`src/rtl/shm_bell_pkg.sv`:
```
package shm_bell_pkg;

    localparam int WIN_ADDR_W = 8;
    localparam int REG_W      = 32;
    localparam int ID_W       = 16;
    localparam int WORD_IDX_W = WIN_ADDR_W - 2;

    localparam logic [WORD_IDX_W-1:0] IDX_MASK   = WORD_IDX_W'(0);
    localparam logic [WORD_IDX_W-1:0] IDX_STATUS = WORD_IDX_W'(1);
    localparam logic [WORD_IDX_W-1:0] IDX_POS    = WORD_IDX_W'(2);
    localparam logic [WORD_IDX_W-1:0] IDX_BELL   = WORD_IDX_W'(3);

    typedef enum logic [2:0] {
        SEL_MASK,
        SEL_STATUS,
        SEL_POS,
        SEL_BELL,
        SEL_RSVD
    } reg_sel_e;

    typedef struct packed {
        logic [ID_W-1:0] peer;
        logic [ID_W-1:0] vector;
    } ring_msg_t;

    typedef struct packed {
        logic mask;
        logic status;
        logic bell;
    } wr_strobe_t;

    function automatic reg_sel_e word_to_sel(input logic [WORD_IDX_W-1:0] idx);
        case (idx)
            IDX_MASK:   return SEL_MASK;
            IDX_STATUS: return SEL_STATUS;
            IDX_POS:    return SEL_POS;
            IDX_BELL:   return SEL_BELL;
            default:    return SEL_RSVD;
        endcase
    endfunction

    function automatic ring_msg_t split_bell(input logic [REG_W-1:0] w);
        ring_msg_t m;
        m.peer   = w[REG_W-1 -: ID_W];
        m.vector = w[ID_W-1:0];
        return m;
    endfunction

endpackage

```
`src/rtl/shm_bell_decode.sv`:
```
module shm_bell_decode
    import shm_bell_pkg::*;
(
    input  logic [WIN_ADDR_W-1:0] addr,
    input  logic                  wr,
    output reg_sel_e              sel,
    output wr_strobe_t            wstb
);
    logic unused_lo;
    assign unused_lo = ^addr[1:0];

    always_comb begin
        sel         = word_to_sel(addr[WIN_ADDR_W-1:2]);
        wstb.mask   = wr && (sel == SEL_MASK);
        wstb.status = wr && (sel == SEL_STATUS);
        wstb.bell   = wr && (sel == SEL_BELL);
    end

    always_comb begin

        rsvd_no_strobe_chk: assert ((sel != SEL_RSVD) || (wstb == '0));
    end
endmodule

```
`src/rtl/shm_bell_regs.sv`:
```
module shm_bell_regs
    import shm_bell_pkg::*;
(
    input  logic             clk,
    input  logic             rst,
    input  logic             cfg_rev,
    input  logic             cfg_irq_en,
    input  wr_strobe_t       wstb,
    input  logic [REG_W-1:0] wdata,
    input  logic             peer_irq_in,
    output logic [REG_W-1:0] mask_q,
    output logic [REG_W-1:0] status_q,
    output logic             irq_out
);
    logic             peer_evt;
    logic [REG_W-1:0] status_d;

    assign peer_evt = peer_irq_in && cfg_irq_en && !cfg_rev;

    always_comb begin
        status_d = wstb.status ? wdata : status_q;
        if (peer_evt) status_d[0] = 1'b1;
    end

    always_ff @(posedge clk) begin
        if (rst) begin
            mask_q   <= '0;
            status_q <= '0;
        end else begin
            if (wstb.mask) mask_q <= wdata;
            status_q <= status_d;
        end
    end

    assign irq_out = !cfg_rev && mask_q[0] && status_q[0];


    mask_readback_chk: assert property (@(posedge clk) disable iff (rst)
        wstb.mask |=> (mask_q == $past(wdata)));

    peer_set_chk: assert property (@(posedge clk) disable iff (rst)
        (peer_irq_in && cfg_irq_en && !cfg_rev) |=> status_q[0]);

    irq_rev_chk: assert property (@(posedge clk) disable iff (rst)
        irq_out |-> !cfg_rev);
endmodule

```
`src/rtl/shm_bell_ring.sv`:
```
module shm_bell_ring
    import shm_bell_pkg::*;
(
    input  logic             clk,
    input  logic             rst,
    input  logic             cfg_irq_en,
    input  logic             wr_bell,
    input  logic [REG_W-1:0] wdata,
    output logic             ring_req,
    output ring_msg_t        ring_msg
);
    always_ff @(posedge clk) begin
        if (rst) begin
            ring_req <= 1'b0;
            ring_msg <= '0;
        end else begin
            ring_req <= wr_bell && cfg_irq_en;
            if (wr_bell && cfg_irq_en) ring_msg <= split_bell(wdata);
        end
    end


    bell_gate_chk: assert property (@(posedge clk) disable iff (rst)
        (wr_bell && !cfg_irq_en) |=> !ring_req);

    bell_cause_chk: assert property (@(posedge clk) disable iff (rst)
        ring_req |-> $past(wr_bell && cfg_irq_en));

    bell_data_chk: assert property (@(posedge clk) disable iff (rst)
        ring_req |-> (ring_msg.vector == $past(wdata[ID_W-1:0])));
endmodule

```
`src/rtl/shm_bell_rdmux.sv`:
```
module shm_bell_rdmux
    import shm_bell_pkg::*;
(
    input  logic             clk,
    input  logic             rst,
    input  logic             rd,
    input  reg_sel_e         sel,
    input  logic             cfg_irq_en,
    input  logic [ID_W-1:0]  cfg_local_id,
    input  logic [REG_W-1:0] mask_q,
    input  logic [REG_W-1:0] status_q,
    output logic [REG_W-1:0] rdata
);
    logic [REG_W-1:0] pos_word;
    logic [REG_W-1:0] rd_d;

    assign pos_word = cfg_irq_en ? REG_W'(cfg_local_id) : '0;

    always_comb begin
        case (sel)
            SEL_MASK:   rd_d = mask_q;
            SEL_STATUS: rd_d = status_q;
            SEL_POS:    rd_d = pos_word;
            default:    rd_d = '0;
        endcase
    end

    always_ff @(posedge clk) begin
        if (rst) rdata <= '0;
        else     rdata <= rd ? rd_d : '0;
    end


    rd_idle_chk: assert property (@(posedge clk) disable iff (rst)
        !$past(rd) |-> (rdata == '0));

    pos_hidden_chk: assert property (@(posedge clk) disable iff (rst)
        ($past(rd) && ($past(sel) == SEL_POS) && !$past(cfg_irq_en)) |-> (rdata == '0));

    rsvd_zero_chk: assert property (@(posedge clk) disable iff (rst)
        ($past(rd) && (($past(sel) == SEL_RSVD) || ($past(sel) == SEL_BELL))) |-> (rdata == '0));
endmodule

```
`src/rtl/shm_bell_bank.sv`:
```
module shm_bell_bank
    import shm_bell_pkg::*;
#(
    parameter int ADDR_W = WIN_ADDR_W,
    parameter int DATA_W = REG_W,
    parameter int PID_W  = ID_W
) (
    input  logic              clk,
    input  logic              rst,
    input  logic              cfg_rev,
    input  logic              cfg_irq_en,
    input  logic [PID_W-1:0]  cfg_local_id,
    input  logic [ADDR_W-1:0] bus_addr,
    input  logic              bus_wr,
    input  logic [DATA_W-1:0] bus_wdata,
    input  logic              bus_rd,
    output logic [DATA_W-1:0] bus_rdata,
    input  logic              peer_irq_in,
    output logic              ring_req,
    output logic [PID_W-1:0]  ring_peer,
    output logic [PID_W-1:0]  ring_vector,
    output logic              irq_out
);
    reg_sel_e         sel;
    wr_strobe_t       wstb;
    logic [REG_W-1:0] mask_q;
    logic [REG_W-1:0] status_q;
    ring_msg_t        ring_msg;

    shm_bell_decode u_decode (
        .addr (bus_addr),
        .wr   (bus_wr),
        .sel  (sel),
        .wstb (wstb)
    );

    shm_bell_regs u_regs (
        .clk         (clk),
        .rst         (rst),
        .cfg_rev     (cfg_rev),
        .cfg_irq_en  (cfg_irq_en),
        .wstb        (wstb),
        .wdata       (bus_wdata),
        .peer_irq_in (peer_irq_in),
        .mask_q      (mask_q),
        .status_q    (status_q),
        .irq_out     (irq_out)
    );

    shm_bell_ring u_ring (
        .clk        (clk),
        .rst        (rst),
        .cfg_irq_en (cfg_irq_en),
        .wr_bell    (wstb.bell),
        .wdata      (bus_wdata),
        .ring_req   (ring_req),
        .ring_msg   (ring_msg)
    );

    shm_bell_rdmux u_rdmux (
        .clk          (clk),
        .rst          (rst),
        .rd           (bus_rd),
        .sel          (sel),
        .cfg_irq_en   (cfg_irq_en),
        .cfg_local_id (cfg_local_id),
        .mask_q       (mask_q),
        .status_q     (status_q),
        .rdata        (bus_rdata)
    );

    assign ring_peer   = ring_msg.peer;
    assign ring_vector = ring_msg.vector;


    irq_clear_chk: assert property (@(posedge clk) disable iff (rst)
        (wstb.status && !bus_wdata[0] && !peer_irq_in) |=> !irq_out);
endmodule

```
`config.mk`:
```
export PLATFORM = sky130hd
export DESIGN_NAME = shm_bell_bank
export DESIGN_NICKNAME = d
export VERILOG_FILES = /design/src/rtl/shm_bell_pkg.sv /design/src/rtl/shm_bell_decode.sv /design/src/rtl/shm_bell_regs.sv /design/src/rtl/shm_bell_ring.sv /design/src/rtl/shm_bell_rdmux.sv /design/src/rtl/shm_bell_bank.sv
export SDC_FILE = /design/constraint.sdc
export NUM_CORES = 1
export LEC_CHECK = 0
export CELL_PAD_IN_SITES_DETAIL_PLACEMENT = 0
export CELL_PAD_IN_SITES_GLOBAL_PLACEMENT = 1
export CORE_MARGIN = 2
export CORE_UTILIZATION = 37
export CTS_CLUSTER_DIAMETER = 80
export CTS_CLUSTER_SIZE = 12
export DETAILED_ROUTE_END_ITERATION = 7
export PLACE_DENSITY = 0.91
export RECOVER_POWER = 25
export SYNTH_ARGS = -nofsm -noshare
export SYNTH_HDL_FRONTEND = slang
export SYNTH_SLANG_ARGS = --single-unit
```
`constraint.sdc`:
```
create_clock -name clk -period 1.91 [get_ports clk]
set_input_delay 0.191 -clock clk [delete_from_list [all_inputs] [get_ports clk]]
set_output_delay 0.191 -clock clk [all_outputs]
set_load 0.02 [all_outputs]
```
# Word-level counts from Yosys, hierarchy flattened
# Index checks and enable logic that the tools add are counted.
[op_classes]
n_addsub = 0
mul = 0
div = 0
n_lt_le_gt_ge = 0
n_eq_ne = 6
shifts = 0
mux = 5
bitwise = 1
reduce_logical = 13
[op_table]
columns = ["op", "count"]
rows = [
  ["32-bit one-hot mux with 3 select lines", 1],
  ["16-bit two-way mux", 1],
  ["6-bit by 2-bit == test with 1-bit output, second input constant", 2],
  ["3-bit one-hot mux with 4 select lines", 1],
  ["1-bit logical AND", 8],
  ["3-bit by 2-bit == test with 1-bit output, second input constant", 2],
  ["6-bit by 1-bit == test with 1-bit output, second input constant", 1],
  ["6-bit logical NOT", 1],
  ["3-bit by 1-bit == test with 1-bit output, second input constant", 1],
  ["3-bit logical NOT", 1],
  ["1-bit two-way mux", 2],
  ["2-bit nonzero test", 1],
  ["2-bit OR reduction", 1],
  ["1-bit logical NOT", 1],
  ["1-bit inverter", 1],
]
[word_totals]
reg_bits = 129
latchBits = 0
ram_bits = 0
rom_bits = 0
inputBits = 63
out_inout_bits = 66
elab_cells = 32
memories = 0

# Longest topological paths before layout
[logic_depth]
ltp_word = 6
mapped_depth = 6
ltp_nobuf = 3

# Hierarchy
# A second synthesis with hierarchy kept.
[unflattened]
hier_cells = 494
area_unflattened_um2 = 5343.9
[modules_own_cells]
columns = ["module", "n_inst", "cells_each", "area_each_um2", "seq_area_each_um2"]
rows = [
  ["shm_bell_regs", 1, 210, 2356.0, 1281.2],
  ["shm_bell_ring", 1, 149, 1503.9, 660.6],
  ["shm_bell_rdmux", 1, 127, 1418.9, 640.6],
  ["shm_bell_decode", 1, 8, 65.1, 0.0],
]

# Least setup slack after synthesis
# Ideal clock, no wire load.
[synth_timing]
path_kind = "input port to flip-flop"
startpoint = "in bus_addr[7]"
endpoint = "reg u_regs.mask_q[10]"
setup_ns = 0.072
arrival_time_ns = 1.686
t_required_ns = 1.838
path_slack_ns = 0.152
cell_stages = 5
path_buffers = 2
cell_sequence = "or4_4 -> buf_6 -> nor4b_4 -> buf_6 -> mux2i_1"
[synth_between]
elab_chain_cells = 4
elab_cells_between_ends = 7
cone_classes = "eq/ne: 3; mux: 1; reduce/logical: 3"
[synth_rtl]
columns = ["element", "line_no", "text"]
rows = [
  ["start: declaration", "shm_bell_bank.sv:13", "input logic [ADDR_W-1:0] bus_addr,"],
  ["6-bit by 2-bit == test with 1-bit output (tied with other cells)", "shm_bell_pkg.sv:33", "case (idx)"],
  ["3-bit one-hot mux with 4 select lines *", "shm_bell_pkg.sv:33", ""],
  ["3-bit logical NOT *", "shm_bell_decode.sv:14", "wstb.mask = wr && (sel == SEL_MASK);"],
  ["1-bit logical AND *", "shm_bell_decode.sv:14", ""],
  ["end signal: assignment", "shm_bell_regs.sv:30", "if (wstb.mask) mask_q <= wdata;"],
  ["end: declaration", "shm_bell_regs.sv:11", "output logic [REG_W-1:0] mask_q,"],
]
# Mark *: on every way between the ends. The rest lies on a longest branch, timed or not.
# A chain may end at the register's enable or synchronous reset.

# Worst setup path in the final report
[layout_timing]
startpoint = "in bus_addr[7]"
endpoint = "reg u_regs.mask_q[22]"
# Same word-level chain as after synthesis.

==> out/qor.txt <==
Worst hold path type - input pin to flip-flop
Grt total ovfl - 0
Max-cap violations - 0
Peak supply drop - 0.000528 V
Nets - 784
Setup CP Type - input pin to flip-flop
Fin. Hold Viols - 0
Met3 WL - 1020 um
CP startpoint kind - input pin
Row count - 43
Critical path cell sequence - clkdlybuf4s50_1 > or4_4 > nor4b_4 > buf_4 > mux2i_1
Adder-Cell Fraction of Synth Area - 0
Die W - 124 um
Ant. Diodes - 0
Pleak - 2.48 nW
Post-CTS setup buffers - 0
Synth unique cells - 25
Commonest non-fill, non-tap cell in the layout - dfxtp_1
Post-Synthesis Cells - 606
Die height - 124 um
R2R setup slack - 1.08 ns
First-pass GRT wire length - 25400 um
Non-filler instance count after layout - 912
Die area - 15500 um2
Compound-gate portion of the synthesized area - 0.157
CP arrival - 2.14 ns
Mux share of post-synthesis cell area - 0.0897
R2r endpoint - u_rdmux.rdata[10]
Largest net degree at the start of global routing - 69
Reg area - 2580 um2
Final worst path period need - 1.80 ns
Vias after detailed routing - 4846
Critical-path maximum fanout - 17
Clock sinks - 129
Post-CTS resize count - 0
Initial antenna violation count - 0
Final Cycle Share - 0.945
Layout cells sized above 1 - 0.0888
Multi-input gate area - 2510 um2
Post-DP Area - 6860 um2
Synth Warn # - 0
Largest family of logic cells by synthesized area - simple AND/OR/NAND/NOR gates
Slew @ Worst Pin - 0.500 ns
Met2 wire length - 7290 um
Post-DP HPWL - 10700 um
Critical path endpoint - u_regs.mask_q[22]
Area Overhead vs Synth - 38.6%
CP Capture Type - flip-flop
Slew headroom - 0.666
Max Buffers Root-to-Sink - 2
H-tree depth - 4
Crit-path leading delay family - simple AND/OR/NAND/NOR gates
Metal-1 WL - 7130 um
Core area - 14000 um2
F_max - 0.554 GHz
Clock-pin slew on the worst setup and hold paths - 0.05 ns
Total GRT Usage - 0.204
Slowest stage delay, CP - 0.60 ns
Fill count - 1287
RSZ-0062 raised after global routing - no
Commonest non-fill, non-tap cells in the layout - dfxtp_1, clkdlybuf4s50_1, nand2b_1
Port Buf Inserts - 126
Wirelength per Cell - 17.2 um
Final core occ - 0.531
CTS tree - yes
Pwr dens - 848 nW/um2
CTS Buf Count - 17
Cts hold-fix bufs - 0
Setup-failing EPs final - 0
1st-pass router iterations - 6
Syn_area_per_cell - 8.84 um2
Reg2Reg Depth - 3
Final Cell Area - 7420 um2
Post-Syn Area - 5360 um2
Root buffer cell - clkbuf_16
Synth Area in XOR/XNOR - 0
I/O pin cnt - 129
Reg-to-reg startpoint - u_regs.mask_q[10]
Slowest stage cell on the critical path - or4_4
Placed Cells - 882
Worst Path Required - 2.24 ns
Seq cells post-synth - 129
DRT iter0 DRCs - 367
CP bufs+invs - 2
Sum of negative setup slack - 0 ns
CP Depth - 5
Max layer used - met4
Post-Syn Nets - 669
DR DRC count - 0
Post-synthesis simple-gate area fraction - 0.219
DRT antenna net count - 0
Latest clock arrival within the worst-skew pair - 0.42 ns
CP startpoint - bus_addr[7]
Via density - 5.31
Status - finished, final reports clean
Initial Util - 0.383
Vias in the first global route - 4847
Placer Congestion - 0.785
Clock Skew - 0.00455 ns
Sequential-to-total area share from yosys stat - 0.482
DRT Wirelength - 15600 um
Max Slew Vio Count - 0
-- layout make-up --
| cell class | count | share of cell area |
|---|---|---|
| Sequential cell | 129 | 0.348 |
| Multi-Input combinational cell | 414 | 0.338 |
| Clock inverter | 6 | 0.0108 |
| Tap cell | 180 | 0.0303 |
| Clock buffer | 24 | 0.0663 |
| Timing Repair Buffer | 159 | 0.207 |
-- state kept, by name (all words and copies together) (netlist names) --
name             flops
u_rdmux.rdata       32
u_regs.mask_q       32
u_regs.status_q     32
u_ring.ring_msg     32
u_ring.ring_req      1
-- cell usage after synthesis --
cell	instances	area, um2
dfxtp_1	129	2580
nand2b_1	80	500
a21oi_1	79	395
o21ai_0	64	320
clkbuf_1	49	184
mux2i_1	48	480
nand3_1	48	240
nand4_1	33	206
nand2_1	18	67.6
nor2_1	17	63.8
a21o_1	16	120
buf_1	6	22.5
buf_6	5	56.3
buf_2	2	10.0
nand3b_1	2	15.0
a31oi_1	1	6.26
and4_1	1	8.76
clkbuf_2	1	5.00
nand4b_1	1	8.76
nor2b_1	1	6.26
nor3_1	1	5.00
nor4_1	1	6.26
nor4b_4	1	23.8
or4_4	1	11.3
or4b_1	1	10.0
-- stage by stage --
stage | hold WS (ns) | worst slack, ns | total power (W)
floorplan | 0.343 | 0.152 | 0.00296
global placement | 0.447 | -0.226 | 0.00319
detailed placement | 0.448 | -0.333 | 0.00320
CTS | 0.0372 | 0.103 | 0.00634
global route | 0.0542 | 0.0477 | 0.00650
finish | 0.0492 | 0.106 | 0.00630
-- cells by family (layout without fill, tap and decap cells) --
| group | after synthesis | in the layout |
|---|---|---|
| DFF | 129 | 129 |
| muxes | 48 | 48 |
| buffers and inverters | 63 | 189 |
| AOI/OAI and AO/OA | 160 | 160 |
| and+or+nand+nor | 206 | 206 |
-- power breakdown --
part / leakage, nW / internal, W / switching [W]
Combinational: 1.15 / 0.000212 / 0.000230
Sequential: 1.04 / 0.00270 / 0.00000446
Clock: 0.286 / 0.00203 / 0.00112
-- metal layers --
layer | vias to the layer above | track usage
li1 | 2348 | -
met1 | 2309 | 0.266
met2 | 173 | 0.325
met3 | 16 | 0.0627
met4 | 0 | 0.0641
met5 | - | 0
-- worst min path at each step --
stage                        from             endpoint  cells past startpoint  slack (ns)
4_1_cts                       rst   u_ring.ring_msg[3]                      2        0.04
2_1_floorplan        bus_wdata[0]   u_ring.ring_msg[0]                      2        0.34
3_5_place_dp   u_regs.status_q[7]     u_rdmux.rdata[7]                      2        0.45
5_1_grt                       rst   u_ring.ring_msg[1]                      2        0.05
6_report                      rst  u_ring.ring_msg[11]                      2        0.05
3_3_place_gp   u_regs.status_q[8]     u_rdmux.rdata[8]                      2        0.45
-- worst reg2reg max path, cell delays in order (launching register included) --
cell and delay, ns:
dfxtp_1 0.34, nand2b_1 0.06, a21o_1 0.15, a21oi_1 0.19
Note: power is estimated with default switching activity, not from simulation.
